==> src/rtl/bus_idle_pkg.sv <==
package bus_idle_pkg;
  localparam int NUM_CS  = 4;
  localparam int SEL_W   = 2;
  localparam int IW_W    = 2;
  localparam int CFG_W   = 16;
  localparam int IW_LSB  = 8;
  localparam int CW_LSB  = 4;
  localparam int SOFAR_W = IW_W + 1;

  localparam logic [CFG_W-1:0] CFG_MASK  = 16'hFFF0;
  localparam logic [CFG_W-1:0] CFG_RESET = 16'hFFF0;

  function automatic logic [IW_W-1:0] after_field(logic [CFG_W-1:0] c, logic [SEL_W-1:0] s);
    return c[IW_LSB + IW_W*int'(s) +: IW_W];
  endfunction

  function automatic logic cont_field(logic [CFG_W-1:0] c, logic [SEL_W-1:0] s);
    return c[CW_LSB + int'(s)];
  endfunction
endpackage

==> src/rtl/idle_cfg_reg.sv <==
module idle_cfg_reg
  import bus_idle_pkg::*;
(
  input  logic             clk,
  input  logic             rst_n,
  input  logic             we_i,
  input  logic [CFG_W-1:0] wdata_i,
  output logic [CFG_W-1:0] cfg_o
);
  logic [CFG_W-1:0] cfg_q;

  always_ff @(posedge clk or negedge rst_n) begin
    if (!rst_n) cfg_q <= CFG_RESET;
    else if (we_i) cfg_q <= wdata_i & CFG_MASK;
  end

  assign cfg_o = cfg_q;


  rsv_zero_chk: assert property (@(posedge clk) disable iff (!rst_n)
    we_i |=> (cfg_o[CW_LSB-1:0] == '0) && (cfg_o[CFG_W-1:CW_LSB] == $past(wdata_i[CFG_W-1:CW_LSB])));
endmodule

==> src/rtl/idle_access_ctrl.sv <==
module idle_access_ctrl
  import bus_idle_pkg::*;
#(
  parameter int ACC_LEN = 2
) (
  input  logic              clk,
  input  logic              rst_n,
  input  logic              grant_i,
  input  logic [SEL_W-1:0]  req_space_i,
  input  logic              req_write_i,
  input  logic [CFG_W-1:0]  cfg_i,
  output logic              in_access_o,
  output logic              acc_last_o,
  output logic [NUM_CS-1:0] cs_n_o,
  output logic              have_prev_o,
  output logic [SEL_W-1:0]  last_space_o,
  output logic              last_write_o,
  output logic [IW_W-1:0]   snap_iw_o,
  output logic              snap_cw_o
);
  localparam int CNT_W = (ACC_LEN > 1) ? $clog2(ACC_LEN) : 1;
  localparam logic [CNT_W-1:0] CNT_LOAD = CNT_W'(ACC_LEN - 1);

  logic             active_q;
  logic [CNT_W-1:0] cnt_q;
  logic [SEL_W-1:0] space_q;
  logic             write_q;
  logic             have_q;
  logic [IW_W-1:0]  iw_q;
  logic             cw_q;

  always_ff @(posedge clk or negedge rst_n) begin
    if (!rst_n) begin
      active_q <= 1'b0;
      cnt_q    <= '0;
      space_q  <= '0;
      write_q  <= 1'b0;
      have_q   <= 1'b0;
      iw_q     <= '0;
      cw_q     <= 1'b0;
    end else if (grant_i) begin
      active_q <= 1'b1;
      cnt_q    <= CNT_LOAD;
      space_q  <= req_space_i;
      write_q  <= req_write_i;
      have_q   <= 1'b1;
      iw_q     <= after_field(cfg_i, req_space_i);
      cw_q     <= cont_field(cfg_i, req_space_i);
    end else if (active_q) begin
      if (cnt_q == '0) active_q <= 1'b0;
      else cnt_q <= cnt_q - 1'b1;
    end
  end

  generate
    for (genvar g = 0; g < NUM_CS; g++) begin : g_cs
      assign cs_n_o[g] = !(active_q && (space_q == SEL_W'(g)));
    end
  endgenerate

  assign in_access_o  = active_q;
  assign acc_last_o   = active_q && (cnt_q == '0);
  assign have_prev_o  = have_q;
  assign last_space_o = space_q;
  assign last_write_o = write_q;
  assign snap_iw_o    = iw_q;
  assign snap_cw_o    = cw_q;


  cs_onehot_chk: assert property (@(posedge clk) disable iff (!rst_n)
    $onehot0(~cs_n_o));


  cs_after_grant_chk: assert property (@(posedge clk) disable iff (!rst_n)
    grant_i |=> (!cs_n_o[$past(req_space_i)] && ($countones(~cs_n_o) == 1)));
endmodule

==> src/rtl/idle_gap_cnt.sv <==
module idle_gap_cnt
  import bus_idle_pkg::*;
(
  input  logic             clk,
  input  logic             rst_n,
  input  logic             in_access_i,
  input  logic             acc_last_i,
  input  logic             have_prev_i,
  input  logic [SEL_W-1:0] last_space_i,
  input  logic             last_write_i,
  input  logic [IW_W-1:0]  snap_iw_i,
  input  logic             snap_cw_i,
  input  logic [SEL_W-1:0] req_space_i,
  input  logic             req_write_i,
  output logic             ready_o
);
  localparam logic [IW_W-1:0] GAP_SAT = '1;

  logic [IW_W-1:0]    gap_q;
  logic [IW_W-1:0]    need;
  logic [IW_W-1:0]    cw_wide;
  logic [SOFAR_W-1:0] sofar;
  logic               turnaround;

  always_ff @(posedge clk or negedge rst_n) begin
    if (!rst_n) gap_q <= GAP_SAT;
    else if (in_access_i) gap_q <= '0;
    else if (gap_q != GAP_SAT) gap_q <= gap_q + 1'b1;
  end

  always_comb begin
    cw_wide    = IW_W'(snap_cw_i);
    turnaround = !last_write_i && req_write_i;
    if (!have_prev_i) need = '0;
    else if (turnaround) need = (snap_iw_i > cw_wide) ? snap_iw_i : cw_wide;
    else if (req_space_i == last_space_i) need = cw_wide;
    else need = snap_iw_i;
  end

  assign sofar   = in_access_i ? '0 : (SOFAR_W'(gap_q) + 1'b1);
  assign ready_o = (!in_access_i || acc_last_i) && (sofar >= SOFAR_W'(need));


  busy_block_chk: assert property (@(posedge clk) disable iff (!rst_n)
    (in_access_i && !acc_last_i) |-> !ready_o);
endmodule

==> src/rtl/bus_idle_gap.sv <==
module bus_idle_gap
  import bus_idle_pkg::*;
#(
  parameter int ACC_LEN = 2
) (
  input  logic        clk,
  input  logic        rst_n,
  input  logic        cfg_we,
  input  logic [15:0] cfg_wdata,
  output logic [15:0] cfg_rdata,
  input  logic        req_valid,
  input  logic [1:0]  req_space,
  input  logic        req_write,
  output logic        req_ready,
  output logic [3:0]  cs_n,
  output logic        busy
);
  logic [CFG_W-1:0] cfg;
  logic             grant;
  logic             in_access, acc_last, have_prev, last_write, snap_cw;
  logic [SEL_W-1:0] last_space;
  logic [IW_W-1:0]  snap_iw;

  assign grant = req_valid && req_ready;

  idle_cfg_reg u_cfg (
    .clk     (clk),
    .rst_n   (rst_n),
    .we_i    (cfg_we),
    .wdata_i (cfg_wdata),
    .cfg_o   (cfg)
  );

  idle_access_ctrl #(.ACC_LEN(ACC_LEN)) u_acc (
    .clk          (clk),
    .rst_n        (rst_n),
    .grant_i      (grant),
    .req_space_i  (req_space),
    .req_write_i  (req_write),
    .cfg_i        (cfg),
    .in_access_o  (in_access),
    .acc_last_o   (acc_last),
    .cs_n_o       (cs_n),
    .have_prev_o  (have_prev),
    .last_space_o (last_space),
    .last_write_o (last_write),
    .snap_iw_o    (snap_iw),
    .snap_cw_o    (snap_cw)
  );

  idle_gap_cnt u_gap (
    .clk          (clk),
    .rst_n        (rst_n),
    .in_access_i  (in_access),
    .acc_last_i   (acc_last),
    .have_prev_i  (have_prev),
    .last_space_i (last_space),
    .last_write_i (last_write),
    .snap_iw_i    (snap_iw),
    .snap_cw_i    (snap_cw),
    .req_space_i  (req_space),
    .req_write_i  (req_write),
    .ready_o      (req_ready)
  );

  assign cfg_rdata = cfg;
  assign busy      = in_access || (req_valid && !req_ready);


  three_idle_chk: assert property (@(posedge clk) disable iff (!rst_n)
    (grant && have_prev && (req_space != last_space) && (snap_iw == 2'b11))
      |-> ((cs_n == 4'hF) && ($past(cs_n) == 4'hF) && ($past(cs_n, 2) == 4'hF)));


  cs_hold_chk: assert property (@(posedge clk) disable iff (!rst_n)
    (grant && acc_last && (req_space == last_space)) |=> $stable(cs_n));


  turn_idle_chk: assert property (@(posedge clk) disable iff (!rst_n)
    (grant && have_prev && !last_write && req_write && ((snap_iw != 2'b00) || snap_cw))
      |-> (cs_n == 4'hF));


  busy_cs_chk: assert property (@(posedge clk) disable iff (!rst_n)
    (cs_n != 4'hF) |-> busy);
endmodule

==> config.mk <==
export PLATFORM = sky130hd
export DESIGN_NAME = bus_idle_gap
export DESIGN_NICKNAME = d
export VERILOG_FILES = /design/src/rtl/bus_idle_pkg.sv /design/src/rtl/idle_cfg_reg.sv /design/src/rtl/idle_access_ctrl.sv /design/src/rtl/idle_gap_cnt.sv /design/src/rtl/bus_idle_gap.sv
export SDC_FILE = /design/constraint.sdc
export NUM_CORES = 1
export LEC_CHECK = 0
export BUFFER_PORTS_ARGS = -buffer_cell sky130_fd_sc_hd__buf_4
export CORE_MARGIN = 1
export CORE_UTILIZATION = 48
export DETAILED_ROUTE_END_ITERATION = 8
export GPL_ROUTABILITY_DRIVEN = 0
export GPL_TIMING_DRIVEN = 0
export PLACE_DENSITY_LB_ADDON = 0.3
export SYNTH_ARGS = -nofsm -noshare
export SYNTH_HDL_FRONTEND = slang
export SYNTH_HIERARCHICAL = 1
export SYNTH_SLANG_ARGS = --single-unit
==> constraint.sdc <==
create_clock -name clk -period 2.8 [get_ports clk]
set_input_delay 0.56 -clock clk [delete_from_list [all_inputs] [get_ports clk]]
set_output_delay 0.56 -clock clk [all_outputs]
set_load 0.01 [all_outputs]
==> results of run 1 <==
worst max-delay path by stage:
| stage | startpoint | endpoint | slack [ns] |
|---|---|---|---|
| finish | u_acc/snap_iw_o[0]$_DFFE_PN0P_ | busy | -0.25 |
| global route | u_acc/snap_iw_o[0]$_DFFE_PN0P_ | busy | -0.37 |
| CTS | u_acc/snap_iw_o[0]$_DFFE_PN0P_ | busy | -0.26 |
| detailed placement | req_space[1] | busy | -0.05 |
| global placement | req_space[1] | busy | -0.02 |
| floorplan | req_space[1] | busy | 0.20 |
per-stage QoR:
step                TNS (ns)  cell area [um^2]  utilization [%]
floorplan                  0              1250                -
global placement     -0.0182              1560             63.6
detailed placement   -0.0654              1560             63.6
CTS                   -0.411              1630             66.3
global route          -0.604              1640             66.8
finish                -0.380              1640             66.8
registers in the layout, indices dropped and copies added (netlist names):
| register | flops |
|---|---|
| u_acc/have_prev_o | 1 |
| u_acc/cnt_q | 1 |
| u_acc/last_write_o | 1 |
| u_acc/snap_cw_o | 1 |
| u_cfg/cfg_o | 12 |
| u_acc/snap_iw_o | 2 |
| u_gap/gap_q | 2 |
| u_acc/last_space_o | 2 |
| u_acc/in_access_o | 1 |
per-layer routing:
layer | global-route usage [%] | vias to the layer above
met2 | 32.9 | 29
li1 | - | 424
met4 | 6.58 | 0
met3 | 3.74 | 2
met1 | 24.3 | 429
met5 | 0 | -
power by group:
part / switching [mW] / internal (mW) / leakage [nW]
Combinational: 0.371 / 0.498 / 0.534
Sequential: 0.0841 / 0.447 / 0.253
Clock: 0.0944 / 0.0555 / 0.0150
Total: 0.549 / 1.00 / 0.803
cells by family (layout without fill, tap and decap cells):
family / after synthesis / in the layout / synth area share (%)
and+or+nand+nor: 25 / 25 / 11.5
DFF: 23 / 23 / 47.8
muxes: 22 / 22 / 22.2
buffers and inverters: 11 / 53 / 5.75
AOI/OAI and AO/OA: 10 / 10 / 6.35
adders and majority gates: 4 / 4 / 4.03
xor gates and xnor gates: 3 / 3 / 2.12
other: 1 / 4 / 0.302
cell usage in the layout (no fill, tap or decap), drive strengths merged:
master   n
dfstp   14
mux2i    8
inv      4
nor2     4
or3      2
xnor2    2
buf     45
and2     1
nor2b    2
o21ai    1
xor2     1
mux2    14
nand2    3
o221ai   3
nand2b   7
or2      2
ha       4
a21oi    2
clkbuf   4
a21o     3
o31ai    1
nand3    4
conb     4
dfrtp    9
final cells by class:
class	instances	area (um^2)
Buffer	7	56.3
Inverter	4	15.0
Multi-Input combinational cell	68	626
Timing Repair Buffer	38	285
Clock buffer	4	26.3
Sequential cell	23	593
Tap cell	30	37.5
Fill cell	207	816
Yosys cell counts:
library cell	instances	area share, %
mux2i_1	8	6.5
or3_1	2	1.0
a21o_2	2	1.4
or2_2	2	1.0
a21oi_1	2	0.81
a21o_1	1	0.61
and2_2	1	0.61
mux2_2	4	3.6
nor2_1	4	1.2
conb_1	1	0.30
buf_4	6	3.6
buf_6	1	0.91
dfrtp_1	9	18
ha_1	4	4.0
inv_1	3	0.91
o21ai_0	1	0.40
nor2b_1	2	1.0
mux2_4	10	12
o31ai_2	1	1.0
dfstp_2	14	30
nand2_1	3	0.91
nand2b_4	1	1.1
nand2b_1	6	3.0
xnor2_1	2	1.4
xor2_1	1	0.71
nand3_1	4	1.6
o221ai_1	3	2.1
inv_2	1	0.30
what timing repair did:
| item | 4_1_cts | 5_1_grt |
|---|---|---|
| resized for setup | 5 | 2 |
| setup endpoints to repair | 2 | 9 |
| pin swaps | 2 | 1 |
| buffers inserted | 2 | 0 |
worst max-delay path, cell delays in order, from the launching register on:
cell      delay (ns)
dfrtp_1         0.37
inv_1           0.05
ha_1            0.27
nor2_1          0.04
o31ai_2         0.21
mux2i_1         0.22
ha_1            0.26
nand2b_4        0.15
a21oi_4         0.13
nand2b_4        0.15
a21oi_2         0.06
inv_1           0.07
a21o_1          0.10
buf_4           0.11
==> impl_metrics.tcl, run 1 <==
set metrics [dict create \
    core_um2 2450 \
    reg2reg_depth 13 \
    drt_first_iter_violations 17 \
    met2WireLength_um 1230 \
    worstPathMaxFanout 3 \
    timing.rr.start "u_acc/snap_iw_o[0]$_DFFE_PN0P_" \
    layout_min_cycle_time_ns 3.05 \
    holdWs_ns 0.123 \
    clkTransAtPathRegs_ns 0.12 \
    finalCritPeriodShare_pct 109 \
    fmax_mhz 328 \
    slew_violations 0 \
    numCtsBuffers 3 \
    finClkSkew_ns 0.00124 \
    violations "setup timing" \
    drive_above_1_share_pct 61.8 \
    htreeDepth 1 \
    viasPerCell 5.08 \
    grtUsageTotal_pct 19.4 \
    num_vias 884 \
    cellLeakagePower_nw 0.803 \
    ant_nets 0 \
    min_path_type "in2async" \
    hold_violations 0 \
    critical_path_class "reg2out" \
    total_power_mw 1.55 \
    firstDrtPassIters 7 \
    rrSetupSlack_ns 0.12 \
    r2r-end "u_acc/have_prev_o$_DFFE_PN0P_" \
    wl_met1_um 976 \
    route.met3.wl_um 124 \
    instances_no_fill 174 \
    rows 18 \
    ios 45 \
    required_ns 2.24 \
    cts_max_path_buffers 2 \
    syn2layout_area_growth_pct 32.1 \
    setup_ws_ns -0.248 \
    cts_tree "done" \
    rsz0062_at_grt "true" \
    dp.cells 168 \
    postCtsHoldBufs 0 \
    place_hpwl_um 1670 \
    avgSynthCellArea_um2 12.5 \
    netlist_area_um2 1240 \
    nets 172 \
    drv_cap 0 \
    antenna_found_initial 0 \
    ys_seq_elements 23 \
    die_y_um 52.9 \
    power_density_nw_per_um2 945 \
    overflow 0 \
    arrival_ns 2.49 \
    cp-end-kind "output port" \
    start_kind "register" \
    portBuffers 36 \
    diodes 0 \
    dieArea_um2 2790 \
    dr.max_layer_used "met4" \
    grt_pass1_wl_um 3830 \
    drc 0 \
    cts_root_buffer "clkbuf_4" \
    insertion_delay_ns 0.30 \
    grt_max_degree 24 \
    grt_pass1_vias 818 \
    wl_um 2340 \
    place_ws_ns -0.0545 \
    yosys_warnings 6 \
    die_x_um 52.9 \
    syn_inst 99 \
    ir_worst_vdd_uv 778 \
    status "complete, but fails checks" \
    clock-sinks 23 \
    wl_per_cell_um 13.4 \
    ys_seq_area_share_pct 47.8 \
    synth_cell_type_count 28 \
    setup_viol_count_final 2 \
    start_util_pct 50.6 \
]
No activity file was read; power rests on OpenSTA's default activity.
==> inputs of run 2 (changes only) <==
--- a/config.mk
+++ b/config.mk
@@ -5,9 +5,12 @@
 export SDC_FILE = /design/constraint.sdc
 export NUM_CORES = 1
 export LEC_CHECK = 0
+export ABC_AREA = 1
 export BUFFER_PORTS_ARGS = -buffer_cell sky130_fd_sc_hd__buf_4
+export CELL_PAD_IN_SITES_DETAIL_PLACEMENT = 0
+export CELL_PAD_IN_SITES_GLOBAL_PLACEMENT = 2
 export CORE_MARGIN = 1
-export CORE_UTILIZATION = 48
+export CORE_UTILIZATION = 27
 export DETAILED_ROUTE_END_ITERATION = 8
 export GPL_ROUTABILITY_DRIVEN = 0
 export GPL_TIMING_DRIVEN = 0
==> impl_metrics.tcl, run 2 <==
set metrics [dict create \
    drc 0 \
    insertion_delay_ns 0.26 \
    drv_cap 0 \
    wl_per_cell_um 10.2 \
    wl_um 2730 \
    cts_max_path_buffers 2 \
    largest_reg_flops 12 \
    die_x_um 71.7 \
    hold_violations 0 \
    avgSynthCellArea_um2 7.62 \
    place_area_um2 1660 \
    power_density_nw_per_um2 873 \
    max_stage_delay_ns 0.44 \
    final.setup.tns_ns 0 \
    drt_first_iter_violations 32 \
    ios 45 \
    viasPerCell 4.16 \
    grt_max_degree 24 \
    synth_edf_count 0 \
    synth_area_leaders "dfstp_2 (28%), nand2_1 (18%), dfrtp_1 (17%), inv_1 (8.0%), nand3_1 (4.2%)" \
    worstPathMaxFanout 3 \
    firstDrtPassIters 4 \
    syn_inst 172 \
    grt_pass1_vias 1093 \
    cp-end-kind "output port" \
    critPathTopFamily "adder cells" \
    num_vias 1115 \
    core_um2 4500 \
    place_hpwl_um 2140 \
    layout_min_cycle_time_ns 2.71 \
    rsz0062_at_grt "true" \
    layout_commonest_cell "nand2_1" \
    antenna_found_initial 0 \
    die_y_um 71.7 \
    cts_tree "done" \
    yosysMostFrequentCell "nand2_1" \
    finClkSkew_ns 0.00443 \
    fillCellCount 497 \
    power_frac_seq_pct 34.8 \
    fin_area_um2 1750 \
    arrival_ns 2.15 \
    rows 24 \
    grtUsageTotal_pct 11.7 \
    cp-startpoint "u_acc/snap_cw_o$_DFFE_PN0P_" \
    required_ns 2.24 \
    timing.rr.start "u_acc/snap_iw_o[0]$_DFFE_PN0P_" \
    fmax_mhz 369 \
    drive_above_1_share_pct 37.5 \
    dieArea_um2 5130 \
    async_flop_share_pct 100 \
    holdWs_ns 0.179 \
    min_path_type "in2async" \
    critical_path_class "reg2out" \
    status "finished clean" \
    crit_slowest_cell "dfrtp_1" \
    ir_worst_vdd_uv 263 \
    numCtsBuffers 3 \
    clkPwrFrac_pct 13.4 \
    synth_cell_type_count 23 \
    start_kind "register" \
    ys_seq_elements 23 \
    instances_no_fill 268 \
    cellLeakagePower_nw 0.946 \
    finalCritPeriodShare_pct 96.9 \
    ys_seq_area_share_pct 45.3 \
    setup_viol_count_final 0 \
    path_buf_inv 2 \
    nets 244 \
    p_int_mw 0.898 \
    yosys.area.top_type_share_pct 28.1 \
    dp.cells 263 \
    cts_root_buffer "clkbuf_8" \
    clkTransAtPathRegs_ns 0.09 \
    grt_pass1_wl_um 4770 \
    start_util_pct 29.1 \
    ys.flop_type "dfstp_2" \
    yosys_warnings 6 \
    htreeDepth 1 \
    synthTopCellsByCount "nand2_1 (63), inv_1 (28), dfstp_2 (14)" \
    layout_common_cells "nand2_1 (63), buf_4 (42), inv_1 (28)" \
    worstPathCellList "ha_4, nor2_4, nor2_1, nand2_1, nand3_2, a21oi_2, ha_1, o21ai_2, a21oi_2, inv_1, nand2_1, nand2_1, buf_6" \
    netlist_area_um2 1310 \
    overflow 0 \
    syn2layout_area_growth_pct 33.6 \
    slew_violations 0 \
    p_comb_share_pct 51.8 \
    clock-sinks 23 \
    diodes 0 \
    swShare_pct 41.3 \
    synth_top_area_cell "dfstp_2" \
    p_sw_mw 0.631 \
    crit_top_cell "nand2_1" \
    portBuffers 36 \
    ant_nets 0 \
]
## run 2: final timing paths
kind	depth (start not counted)	slack (ns)	end
max	13	0.09	busy
max reg2reg	16	0.48	u_acc/snap_iw_o[1]$_DFFE_PN0P_
min in group clk	2	0.47	u_cfg/cfg_o[11]$_DFFE_PN1P_
min reg2reg	2	0.47	u_cfg/cfg_o[11]$_DFFE_PN1P_
max in group asynchronous	1	2.33	u_cfg/cfg_o[14]$_DFFE_PN1P_
min	1	0.18	u_acc/have_prev_o$_DFFE_PN0P_
## run 2: layout make-up
type                       instances  area [um^2]  area share [%]
tap                               52         65.1            3.72
clock buffer                       3         41.3            2.36
clock inverter                     1         5.00           0.286
multi-input combinational        113          583            33.3
sequential                        23          593            33.9
inverter                          32          125            7.15
timing repair buffer              37          282            16.1
buffer                             7         56.3            3.22
## run 2: repair_timing
action,CTS,global route
hold endpoints to repair,0,0
buffers inserted,0,1
pin swaps,2,9
hold buffers,0,0
resized for setup,2,9
setup endpoints to repair,1,2
## run 2: logic make-up after synthesis
kind of cell               Yosys count  share of synthesized area (%)
and+or+nand+nor                     89                           29.2
adders and majority gates            4                           3.82
buffers and inverters               39                           13.8
other                                1                          0.286
AOI/OAI and AO/OA                   16                           7.55
DFF                                 23                           45.3
## run 2: layer usage
layer  GRT usage, %  vias up  share of wire [%]
met2           20.8       29                 49
met4           3.05        0               0.62
met3           2.95        2                5.5
li1               -      601                  -
met1           14.0      483                 45
met5              0        -                  0
## run 2: stage by stage
| stage | util, % | setup WS [ns] | total power, mW |
|---|---|---|---|
| final | 38.9 | 0.0877 | 1.53 |
| after global routing | 38.9 | -0.0653 | 1.68 |
| after CTS | 37.9 | 0.00523 | 1.46 |
| after detailed placement | 36.8 | 0.237 | 1.22 |
| after global placement | 36.8 | 0.249 | 1.20 |
| after floorplan | - | 0.389 | 0.979 |
## run 2: power by group through the flow
stage                     Combinational, mW  Clock, mW  Sequential, mW
after floorplan                       0.455          0           0.524
after global placement                0.668          0           0.531
after detailed placement              0.683          0           0.536
after CTS                             0.706      0.219           0.531
after global routing                  0.905      0.230           0.549
final                                 0.791      0.204           0.533
==> inputs of run 3 (changes only) <==
==> constraint.sdc (replaced) <==
create_clock -name clk -period 2.7 [get_ports clk]
set_input_delay 0.54 -clock clk [delete_from_list [all_inputs] [get_ports clk]]
set_output_delay 0.54 -clock clk [all_outputs]
set_load 0.01 [all_outputs]
==> impl_metrics.tcl, run 3 (same netlist as run 2, synthesis figures left out) <==
set metrics [dict create \
    cts_root_buffer "clkbuf_8" \
    grt_max_degree 24 \
    layout_min_cycle_time_ns 2.68 \
    num_vias 1129 \
    antenna_found_initial 0 \
    cp-end-kind "output port" \
    finClkSkew_ns 0.00442 \
    drc 0 \
    hold_violations 0 \
    total_power_mw 1.61 \
    rows 24 \
    rsz0062_at_grt "true" \
    diodes 0 \
    fillCellCount 494 \
    arrival_ns 2.14 \
    insertion_delay_ns 0.26 \
    die_y_um 71.7 \
    grt_pass1_wl_um 4850 \
    drt_first_iter_violations 31 \
    r2r-end "u_acc/snap_iw_o[1]$_DFFE_PN0P_" \
    multi_input_area_um2 583 \
    drv_cap 0 \
    start_util_pct 29.1 \
    largest_reg_flops 12 \
    place_hpwl_um 2140 \
    ios 45 \
    grtUsageTotal_pct 11.8 \
    cellLeakagePower_nw 0.955 \
    status "finished clean" \
    setup_viol_count_final 0 \
    core_um2 4500 \
    layout_common_cells "nand2_1 (63), buf_4 (44), inv_1 (28)" \
    cts_max_path_buffers 2 \
    clock-sinks 23 \
    slew_violations 0 \
    fmax_mhz 374 \
    wl_per_cell_um 10.3 \
    reg2reg_depth 16 \
    grt_pass1_vias 1111 \
    firstDrtPassIters 4 \
    overflow 0 \
    ant_nets 0 \
    critical_path_class "reg2out" \
    worstPathMaxFanout 3 \
    ff_latch_area_um2 593 \
    layout_commonest_cell "nand2_1" \
    timing.rr.start "u_acc/snap_iw_o[0]$_DFFE_PN0P_" \
    cts_tree "done" \
    wl_um 2790 \
    min_path_type "in2async" \
    power_density_nw_per_um2 911 \
    finalCritPeriodShare_pct 99.1 \
    dieArea_um2 5130 \
    ir_worst_vdd_uv 273 \
    nets 246 \
    instances_no_fill 270 \
    drive_above_1_share_pct 38.1 \
    viasPerCell 4.18 \
    syn2layout_area_growth_pct 34.8 \
    clkTransAtPathRegs_ns 0.09 \
    portBuffers 36 \
    die_x_um 71.7 \
    rrSetupSlack_ns 0.40 \
    htreeDepth 1 \
    start_kind "register" \
    numCtsBuffers 3 \
    required_ns 2.16 \
    dp.cells 263 \
]
-- run 3: cell count changes in the layout (fill, tap and decap cells not counted) --
| cell | previous run | this run |
|---|---|---|
| buf_4 | 42 | 44 |
-- run 3: final cells by class --
class	count	share of cell area, %
sequential	23	33.6
multi-input combinational	113	33.0
timing repair buffer	39	16.8
inverter	32	7.09
tap	52	3.69
buffer	7	3.19
clock buffer	3	2.34
clock inverter	1	0.283
-- run 3: worst max path at each step --
stage / slack [ns] / startpoint / to / cells past startpoint
after floorplan: 0.31 / u_acc/snap_iw_o[0]$_DFFE_PN0P_ / busy / 12
after global placement: 0.19 / req_space[1] / busy / 15
after detailed placement: 0.16 / u_acc/snap_iw_o[0]$_DFFE_PN0P_ / busy / 14
after CTS: 0.0005 / u_acc/snap_iw_o[0]$_DFFE_PN0P_ / busy / 14
after global routing: -0.12 / u_acc/snap_iw_o[0]$_DFFE_PN0P_ / busy / 13
final: 0.02 / u_acc/snap_iw_o[0]$_DFFE_PN0P_ / busy / 14
-- run 3: per-layer routing --
layer	vias to the layer above	share of wire, %	GRT usage [%]
met2	29	49	21.3
li1	605	-	-
met5	-	0	0
met4	0	0.61	3.05
met3	2	5.4	2.95
met1	493	45	14.1
-- run 3: per-stage QoR --
step           TNS (ns)  utilization (%)  instance area [um^2]  hold slack (ns)  worst slack (ns)
3_3_place_gp          0             36.8                  1660            0.453             0.189
5_1_grt          -0.120             39.2                  1770            0.168            -0.120
3_5_place_dp          0             36.8                  1660            0.456             0.161
6_report              0             39.2                  1770            0.158            0.0246
2_1_floorplan         0                -                  1320            0.244             0.309
4_1_cts               0             38.5                  1730            0.166          0.000519
-- run 3: repair_timing --
item                                    in CTS  in global routing
setup buffers                                0                  3
pin swaps                                    7                  8
gates resized for setup                      8                  3
endpoints found under the hold margin        0                  0
hold buffers                                 0                  0
endpoints found under the setup margin       2                  1
-- run 3: critical path, stage by stage, from the launching register on --
cell	delay, ns
dfrtp_1	0.40
clkinv_4	0.07
ha_4	0.24
nor2_4	0.09
nor2_1	0.05
nand2_1	0.07
nand3_2	0.07
a21oi_2	0.14
ha_1	0.24
o21ai_2	0.16
a21oi_2	0.09
inv_1	0.06
nand2_1	0.04
nand2_1	0.06
buf_6	0.10
-- run 3: report_power, final --
group | switching [mW] | internal, mW
Clock | 0.111 | 0.103
Sequential | 0.0924 | 0.459
Combinational | 0.461 | 0.382
Total | 0.664 | 0.944
